File: src/rtl/mp_tx_pkg.sv
package mp_tx_pkg;
  localparam int DATA_W = 32;

  typedef enum logic [1:0] {
    ST_IDLE  = 2'd0,
    ST_DLY   = 2'd1,
    ST_SHIFT = 2'd2
  } tx_state_t;

  function automatic logic [5:0] wl_bits(input logic [2:0] code);
    case (code)
      3'd0:    wl_bits = 6'd8;
      3'd1:    wl_bits = 6'd12;
      3'd2:    wl_bits = 6'd16;
      3'd3:    wl_bits = 6'd20;
      3'd4:    wl_bits = 6'd24;
      default: wl_bits = 6'd32;
    endcase
  endfunction
endpackage

File: src/rtl/mp_tx_edge.sv
module mp_tx_edge (
  input  logic clk,
  input  logic rst,
  input  logic tx_en,
  input  logic cpol,
  input  logic bclk,
  output logic launch,
  output logic armed
);
  logic bclk_q;

  always_ff @(posedge clk) begin
    bclk_q <= bclk;
    if (rst || !tx_en) armed <= 1'b0;
    else if (bclk ^ bclk_q) armed <= 1'b1;
  end

  assign launch = tx_en & (cpol ? (bclk_q & ~bclk) : (~bclk_q & bclk));
endmodule

File: src/rtl/mp_tx_hold.sv
module mp_tx_hold #(
  parameter int FL_W = 3
) (
  input  logic                        clk,
  input  logic                        rst,
  input  logic                        tx_en,
  input  logic [mp_tx_pkg::DATA_W-1:0] wr_data,
  input  logic                        wr_valid,
  input  logic                        load,
  input  logic [FL_W:0]               slot,
  output logic [mp_tx_pkg::DATA_W-1:0] word,
  output logic                        underrun
);
  localparam int SLOTS = 2 << FL_W;

  logic [mp_tx_pkg::DATA_W-1:0] replay [SLOTS];
  logic [mp_tx_pkg::DATA_W-1:0] hold;
  logic                         full;

  assign word = full ? hold : replay[slot];

  always_ff @(posedge clk) begin
    if (load) replay[slot] <= word;
  end

  always_ff @(posedge clk) begin
    if (rst || !tx_en) begin
      full     <= 1'b0;
      underrun <= 1'b0;
      hold     <= '0;
    end else begin
      if (wr_valid) hold <= wr_data;
      full <= wr_valid | (full & ~load);
      if (load && !full) underrun <= 1'b1;
    end
  end
endmodule

File: src/rtl/mp_tx_seq.sv
module mp_tx_seq #(
  parameter int FL_W = 3
) (
  input  logic                        clk,
  input  logic                        rst,
  input  logic                        tx_en,
  input  logic                        launch,
  input  logic                        armed,
  input  logic                        fs_act,
  input  logic [2:0]                  wl1,
  input  logic [2:0]                  wl2,
  input  logic [FL_W-1:0]             fl1,
  input  logic [FL_W-1:0]             fl2,
  input  logic                        dual,
  input  logic                        dly,
  input  logic                        ign,
  input  logic [mp_tx_pkg::DATA_W-1:0] word,
  output logic                        load,
  output logic [FL_W:0]               slot,
  output logic                        sdo,
  output logic                        sync_err
);
  import mp_tx_pkg::*;

  tx_state_t         state;
  logic              phase;
  logic [FL_W-1:0]   wcnt;
  logic [4:0]        bidx;
  logic [DATA_W-1:0] sreg;

  logic [FL_W-1:0] cur_fl;
  logic            last_word, word_end, frame_end, can_start;
  logic            first_now, next_word, mid_fs;
  logic            nx_phase;
  logic [FL_W-1:0] nx_wcnt;
  logic [5:0]      nx_len;
  logic [4:0]      nx_msb;

  always_comb begin
    cur_fl    = phase ? fl2 : fl1;
    last_word = (wcnt == cur_fl) && (phase || !dual);
    word_end  = (state == ST_SHIFT) && (bidx == 5'd0);
    frame_end = word_end && last_word;
    can_start = launch && armed && fs_act && ((state == ST_IDLE) || frame_end);
    first_now = (can_start && !dly) || (launch && state == ST_DLY);
    next_word = launch && word_end && !last_word;
    load      = first_now || next_word;
    mid_fs    = launch && fs_act &&
                ((state == ST_DLY) || (state == ST_SHIFT && !frame_end));
    if (first_now) begin
      nx_phase = 1'b0;
      nx_wcnt  = '0;
    end else if (wcnt == cur_fl) begin
      nx_phase = 1'b1;
      nx_wcnt  = '0;
    end else begin
      nx_phase = phase;
      nx_wcnt  = wcnt + 1'b1;
    end
    slot   = {nx_phase, nx_wcnt};
    nx_len = wl_bits(nx_phase ? wl2 : wl1);
    nx_msb = 5'(nx_len - 6'd1);
  end

  always_ff @(posedge clk) begin
    if (rst || !tx_en) begin
      state    <= ST_IDLE;
      phase    <= 1'b0;
      wcnt     <= '0;
      bidx     <= '0;
      sreg     <= '0;
      sdo      <= 1'b0;
      sync_err <= 1'b0;
    end else if (launch) begin
      if (load) begin
        sreg  <= word;
        bidx  <= nx_msb;
        phase <= nx_phase;
        wcnt  <= nx_wcnt;
        sdo   <= word[nx_msb];
        state <= ST_SHIFT;
      end else if (can_start) begin
        state <= ST_DLY;
        sdo   <= 1'b0;
      end else if (state == ST_SHIFT && bidx != 5'd0) begin
        bidx <= bidx - 5'd1;
        sdo  <= sreg[bidx - 5'd1];
      end else if (frame_end) begin
        state <= ST_IDLE;
        sdo   <= 1'b0;
      end
      if (mid_fs && !ign) sync_err <= 1'b1;
    end
  end
endmodule

File: src/rtl/mp_serial_tx.sv
module mp_serial_tx #(
  parameter int FL_W   = 3,
  parameter int CTRL_W = 11 + 2 * FL_W
) (
  input  logic              clk,
  input  logic              rst,
  input  logic              tx_en,
  input  logic [CTRL_W-1:0] ctrl,
  input  logic [31:0]       wr_data,
  input  logic              wr_valid,
  input  logic              bclk,
  input  logic              fsync,
  output logic              sdo,
  output logic              underrun,
  output logic              sync_err
);
  localparam int B_FL1  = 6;
  localparam int B_FL2  = 6 + FL_W;
  localparam int B_DUAL = 6 + 2 * FL_W;

  logic launch, armed, load;
  logic [FL_W:0] slot;
  logic [31:0]   word;
  logic          fs_act;

  assign fs_act = fsync ^ ctrl[B_DUAL + 4];

  mp_tx_edge u_edge (
    .clk(clk), .rst(rst), .tx_en(tx_en), .cpol(ctrl[B_DUAL + 3]),
    .bclk(bclk), .launch(launch), .armed(armed)
  );

  mp_tx_hold #(.FL_W(FL_W)) u_hold (
    .clk(clk), .rst(rst), .tx_en(tx_en), .wr_data(wr_data),
    .wr_valid(wr_valid), .load(load), .slot(slot), .word(word),
    .underrun(underrun)
  );

  mp_tx_seq #(.FL_W(FL_W)) u_seq (
    .clk(clk), .rst(rst), .tx_en(tx_en), .launch(launch), .armed(armed),
    .fs_act(fs_act), .wl1(ctrl[2:0]), .wl2(ctrl[5:3]),
    .fl1(ctrl[B_FL1 +: FL_W]), .fl2(ctrl[B_FL2 +: FL_W]),
    .dual(ctrl[B_DUAL]), .dly(ctrl[B_DUAL + 1]), .ign(ctrl[B_DUAL + 2]),
    .word(word), .load(load), .slot(slot), .sdo(sdo), .sync_err(sync_err)
  );
endmodule

File: config.mk
export PLATFORM = sky130hd
export DESIGN_NAME = mp_serial_tx
export DESIGN_NICKNAME = d
export VERILOG_FILES = /design/src/rtl/mp_tx_pkg.sv /design/src/rtl/mp_tx_edge.sv /design/src/rtl/mp_tx_hold.sv /design/src/rtl/mp_tx_seq.sv /design/src/rtl/mp_serial_tx.sv
export SDC_FILE = /design/constraint.sdc
export NUM_CORES = 1
export LEC_CHECK = 0
export CAP_MARGIN = 20
export CORE_MARGIN = 4
export CORE_UTILIZATION = 35
export CTS_CLUSTER_SIZE = 30
export DETAILED_ROUTE_END_ITERATION = 8
export PLACE_DENSITY = 0.52
export SLEW_MARGIN = 20
export SYNTH_ARGS = -nofsm -noshare
export SYNTH_HDL_FRONTEND = slang
export SYNTH_SLANG_ARGS = --single-unit
File: constraint.sdc
create_clock -name clk -period 5.7 [get_ports clk]
set_input_delay 0.855 -clock clk [delete_from_list [all_inputs] [get_ports clk]]
set_output_delay 0.855 -clock clk [all_outputs]
set_load 0.05 [all_outputs]
# Word level (Yosys, flattened, before mapping)
# Memory sizes are Yosys's and may differ from the RTL's.
# Cells that the tools add are included.
# totals
register_bits,81
mem_bits_rw,512
inputBits,55
out_inout_bits,3
wordCells,104
memories,1
# classes
n_addsub,3
order_cmp,2
eq_ne,9
muxes,26
bitwise_logic,10
reduce_logical,41
# mem_list
name,words,word_bits,read_ports,rd_ports_with_merged_regs,wr,line,text
u_hold.replay,16,32,1,0,1,mp_tx_hold.sv:16,logic [mp_tx_pkg::DATA_W-1:0] replay [SLOTS];
# op_table
operator,count
32-bit two-way mux,1
5-bit one-hot mux with 5 select lines,1
1-bit logical AND,16
5-bit two-way mux,3
5-bit by 6-bit less-than comparator with 1-bit output (second input constant),2
3-bit two-way mux,4
1-bit two-way mux,11
1-bit binary-select mux with 5-bit select,2
5-bit by 1-bit subtractor with 5-bit output (second input constant),2
2-bit two-way mux,4
1-bit zero test,7
3-bit by 2-bit equality test with 1-bit output (second input constant),2
1-bit logical OR,6
2-bit AND reduction,3
3-bit AND reduction,2
5-bit zero test,1
5-bit nonzero test,1
1-bit bitwise AND,4
4-bit nonzero test,1
3-bit by 1-bit adder with 3-bit output (second input constant),1
3-bit by 1-bit equality test with 1-bit output (second input constant),1
3-bit equality test,1
3-bit equality test (second input constant),1
3-bit zero test,1
10 further kinds,13

# Logic depth before layout (Yosys ltp)
# logic_depth
depth_word,17
depth_mapped,14

# Cells and area by module
# A second synthesis with hierarchy kept.
# hier_totals
hier_cells,1468
area_unflattened_um2,23706.5
# modules_own_cells
module,instances,cells_each,area_per_inst_um2,seq_area_each_um2
mp_tx_hold,1,1171,21190.3,16055.4
mp_tx_seq,1,286,2392.3,900.9
mp_tx_edge,1,10,115.1,40.0
mp_serial_tx,1,1,8.8,0.0

# Least setup slack after synthesis
# OpenSTA, ideal clock, no wires.
# synth_path
path_type,input to register
from,input port bclk
to,"memory u_hold.replay[11][0] (netlist name), enable pin"
setup_ps,421
arrival_time_ps,4108
t_required_ps,5279
slack_ps,1171
stages,11
path_cell_list,inv_1 > ha_1 > mux2_2 > nand4_1 > nor4_2 > a21oi_1 > o21ai_0 > clkbuf_1 > clkbuf_1 > nand3_1 > nor2_1
# synth_between
elab_chain_len,12
elab_cells_between_ends,18
cone_classes,mux: 5; bitwise: 4; reduce/logical: 9
# synth_rtl
item,line,text
from (decl),mp_serial_tx.sv:11,"input logic bclk,"
1-bit NOT,mp_tx_edge.sv:18,assign launch = tx_en & (cpol ? (bclk_q & ~bclk) : (~bclk_q & bclk));
1-bit bitwise AND,mp_tx_edge.sv:18,
1-bit two-way mux (*),mp_tx_edge.sv:18,
1-bit bitwise AND (*),mp_tx_edge.sv:18,
1-bit logical AND (3 in series),mp_tx_seq.sv:44,can_start = launch && armed && fs_act && ((state == ST_IDLE) || frame_end);
1-bit logical AND,mp_tx_seq.sv:45,first_now = (can_start && !dly) || (launch && state == ST_DLY);
1-bit logical OR,mp_tx_seq.sv:45,
1-bit logical OR,mp_tx_seq.sv:47,load = first_now || next_word;
1-bit two-way mux,mp_tx_hold.sv:23,if (load) replay[slot] <= word;
1-bit two-way mux (not written as such),mp_tx_hold.sv:23,
to (decl),mp_tx_hold.sv:16,
# Every way passes the cells marked *; elsewhere a longest branch is shown, timed or not.

# Worst setup path in the final report
# layout_path
from,register u_seq.phase
to,register u_seq.sdo
# layout_between
elab_cells_between_ends,32
cone_classes,add/sub: 1; eq/ne: 5; mux: 12; reduce/logical: 13; memory: 1
# layout_rtl
item,line,text
from (decl),mp_tx_seq.sv:26,logic phase;
from (signal assigned),mp_tx_seq.sv:78,phase <= nx_phase;
3-bit two-way mux,mp_tx_seq.sv:40,cur_fl = phase ? fl2 : fl1;
3-bit equality test,"mp_tx_seq.sv:41, mp_tx_seq.sv:53",
1-bit logical AND,mp_tx_seq.sv:41,last_word = (wcnt == cur_fl) && (phase || !dual);
1-bit logical AND,mp_tx_seq.sv:43,frame_end = word_end && last_word;
1-bit logical OR,mp_tx_seq.sv:44,
1-bit logical AND,mp_tx_seq.sv:44,
1-bit logical AND,mp_tx_seq.sv:45,
1-bit logical OR,mp_tx_seq.sv:45,
3-bit two-way mux or 1-bit two-way mux (tied branches),mp_tx_seq.sv:50,if (first_now) begin
memory read 16 x 32 bit (*),-,
32-bit two-way mux (*),mp_tx_hold.sv:20,assign word = full ? hold : replay[slot];
"net u_hold.word, one bit",mp_tx_hold.sv:11,"output logic [mp_tx_pkg::DATA_W-1:0] word,"
1-bit binary-select mux with 5-bit select (*),mp_tx_seq.sv:80,sdo <= word[nx_msb];
1-bit two-way mux (not written as such) (*),mp_tx_seq.sv:80,
1-bit two-way mux (*),mp_tx_seq.sv:75,if (load) begin
to (signal assigned),mp_tx_seq.sv:80,
to (signal assigned),mp_tx_seq.sv:87,sdo <= sreg[bidx - 5'd1];
to (decl),mp_tx_seq.sv:20,"output logic sdo,"
# The timed path passes the listed nets; every way through them passes the cells marked *. The select of a mux whose other input is x is not followed.
# A chain may end at the register's enable or synchronous reset.

==> results.toml <==
[run_status]
status = "finished clean"

[floorplan]
die_area_um2 = 75200
core_um2 = 70100
die_x_um = 274
num_rows = 97
start_util_pct = 35.4
die_h_um = 274
io_pins = 58

[layout]
n_antenna_cell = 0
drive_above_1_share_pct = 18.2
nets = 1777
finalInstanceArea_um2 = 28900
area_delta_synth_final_pct = 16.3
fill_cells = 6449

[power_and_ir_drop]
leakage_nw = 9.07
p_per_area_nw_per_um2 = 317
ir_drop_mv = 0.278

[run]
cap_violations = 0

[timing]
max_freq_ghz = 0.233
clock-skew-final_ps = 21.9
period_share_pct = 75.2
fin_crit_ps = 4290
tns_ps = 0
hold_violations = 0
rsz0062_at_grt = "no"
setup_viol_count_final = 0
slew_headroom_pct = 35.5
tightest_slew_ps = 967
maxSlewViolCount = 0

[clock_tree]
numCtsBuffers = 67
post-cts-setup-buffers = 0
cts_sinks = 593
root_buffer = "clkbuf_16"
cts_tree = "done"
cts_hold_buf = 0
clkLatencyLatePin_ps = 610
cts.htree.levels = 3
clk_path_buf_depth = 3
cts.clk_slew.worst_paths_ps = 60
ctsResizeCount = 0

[synth]
synth_edf_count = 512
yosysSeqAreaShare_pct = 68.5
syn_area_um2 = 24800
yosysWarnings = 0
synthAdderAreaFrac_pct = 0.252
synth_area_per_cell_um2 = 15.1
synth_compound_area_share_pct = 8.33
synthSimpleGateAreaFrac_pct = 8.06
synth_xor_xnor_area_share_pct = 0.514
ys_types = 77
synth_top_family_by_area = "multiplexers"
yosys_most_used_dff = "edfxtp_1"
ys_ff_latch = 593
synth_mux_area_share_pct = 12.2
postSynthNetCount = 1699
syn_inst = 1639
async_flop_share_pct = 0

[route]
routed_wl_um = 66300
drt.antenna.violating_nets = 0
wl_per_cell_um = 24.5
via_per_inst = 5.37
drt_first_pass_iters = 5
vias = 14600
drc = 0
drtIter0Drc = 1389

[grt]
grt_pass1_vias = 14800
antenna_found_initial = 0
grt_start_max_net_pins = 112
grt_pass1_wl_um = 98700
grt_overflow_total = 0
grt.total_usage_pct = 17.6

[worst_setup_path]
cp-end-kind = "register"
path_max_fanout = 59
criticalPathCategory = "reg -> reg"
crit_required_ps = 6200
start_kind = "register"
crit_arrival_ps = 4780
r2r_cells = 10

[worst_hold_path]
min_path_cells = 2
hold_class = "reg -> reg"

[place]
postPlaceCellArea_um2 = 26800
portBuffers = 57
hpwl_um = 37700
gp_congestion = 0.865
==> cell families (layout without fill, tap and decap cells) <==
| group | count (synthesis) | count (layout) |
|---|---|---|
| muxes | 201 | 201 |
| adders and majority gates | 5 | 5 |
| xor gates and xnor gates | 12 | 12 |
| AOI/OAI and AO/OA | 282 | 282 |
| buffers and inverters | 122 | 251 |
| and+or+nand+nor | 424 | 424 |
| DFF | 593 | 593 |
==> cell usage in the layout, fill, tap and decap left out, drive strengths merged, types with 3 or more instances in the layout <==
master	synthesis	layout
o2111ai	26	26
o21ai	65	65
o2bb2ai	25	25
o221ai	3	3
clkinv	1	21
dfxtp	81	81
and2	49	49
buf	47	61
nor3	63	63
edfxtp	512	512
o32ai	3	3
nand3b	3	3
a2111oi	3	3
nand2b	8	8
o21a	3	3
xor2	5	5
nor4b	3	3
inv	13	16
mux4	69	69
a21oi	63	63
a211oi	8	8
mux2	35	35
nand3	41	41
xnor2	7	7
or2	3	3
nor4	8	8
a22oi	25	25
o211ai	28	28
ha	5	5
clkbuf	61	96
mux2i	97	97
o22ai	5	5
nor2b	8	8
clkdlybuf4s50	0	56
nand2	81	81
nor2	150	150
==> per-stage QoR <==
step	total power [mW]	hold WS (ps)	utilization (%)	worst slack, ps	instances
3_3_place_gp	5.21	446	38.2	1080	2588
3_5_place_dp	5.21	456	38.2	990	2588
5_1_grt	9.47	484	41.1	1180	2708
2_1_floorplan	5.06	429	-	1170	1639
4_1_cts	9.26	464	41.1	1400	2708
6_report	9.16	464	41.1	1410	2708
==> synthesized netlist by cell type (3+ instances only) <==
master / count / area [um2]
edfxtp_1: 512 / 15400
nor2_1: 149 / 559
mux2i_1: 94 / 941
dfxtp_1: 81 / 1620
nand2_1: 81 / 304
mux4_2: 69 / 1550
o21ai_0: 65 / 325
a21oi_1: 63 / 315
clkbuf_1: 61 / 229
nor3_1: 61 / 305
nand3_1: 41 / 205
buf_1: 27 / 101
o211ai_1: 27 / 203
o2111ai_1: 26 / 228
a22oi_1: 25 / 188
and2_1: 25 / 156
and2_0: 24 / 150
mux2_4: 24 / 360
o2bb2ai_2: 20 / 300
buf_2: 14 / 70.1
inv_1: 12 / 45.0
mux2_2: 11 / 124
nand2b_1: 8 / 50.1
nor2b_1: 8 / 50.1
a211oi_1: 7 / 52.6
nor4_1: 7 / 43.8
buf_6: 5 / 56.3
ha_1: 5 / 62.6
o22ai_1: 5 / 31.3
o2bb2ai_1: 5 / 43.8
xor2_1: 5 / 43.8
xnor2_1: 4 / 35.0
a2111oi_0: 3 / 26.3
nand3b_1: 3 / 22.5
o21a_1: 3 / 22.5
o221ai_1: 3 / 26.3
or2_2: 3 / 18.8
xnor2_2: 3 / 48.8
==> per-layer routing <==
layer	vias up	wire (um)	share of wire (%)	global-route usage [%]
met1	7460	29600	45	24.5
li1	6535	-	-	-
met4	0	1660	2.5	4.62
met5	-	0	0	0
met2	447	31600	48	28.7
met3	113	3480	5.2	3.06
==> where the power goes <==
| group | total [mW] | internal, mW | leakage (nW) | switching (mW) |
|---|---|---|---|---|
| logic | 0.355 | 0.122 | 2.80 | 0.233 |
| registers | 4.77 | 4.76 | 5.27 | 0.00827 |
| clock network | 4.04 | 2.33 | 1.00 | 1.70 |
| total | 9.16 | 7.21 | 9.07 | 1.94 |
==> path summary, 6_finish.rpt <==
path,startpoint,end,slack (ps)
setup / recovery,u_seq.phase,u_seq.sdo,1410
hold reg to reg,u_seq.sreg[18],u_seq.sreg[18],460
setup reg to reg,u_seq.phase,u_seq.sdo,1410
hold / removal,u_seq.sreg[18],u_seq.sreg[18],460
==> worst max-delay path: stages, from the launching register on <==
cell      delay (ps)
dfxtp_1          720
mux2i_4          380
xnor2_2          160
o32ai_4          590
buf_4            740
nor2_2           150
a221oi_2         280
nor4_1            70
or4_4            650
o22a_1           260
a41o_1           170
==> final cells by class <==
class                      instances  area [um2]  area share [%]
sequential                       593       17000            58.9
clock inverter                    24         180           0.624
timing repair buffer             117        1090            3.78
multi-input combinational        924        7490            26.0
inverter                          14        52.6           0.182
tap                              940        1180            4.08
clock buffer                      96        1870            6.47
==> registers in the layout, indices dropped and copies added (netlist names) <==
name	count
u_hold.full	1
u_edge.armed	1
u_seq.sync_err	1
u_hold.underrun	1
u_hold.replay	512
u_seq.sreg	32
u_hold.hold	32
u_seq.sdo	1
u_seq.state	2
u_seq.phase	1
u_seq.bidx	5
u_edge.bclk_q	1
u_seq.wcnt	3
Power figures use the tool's default switching activity.
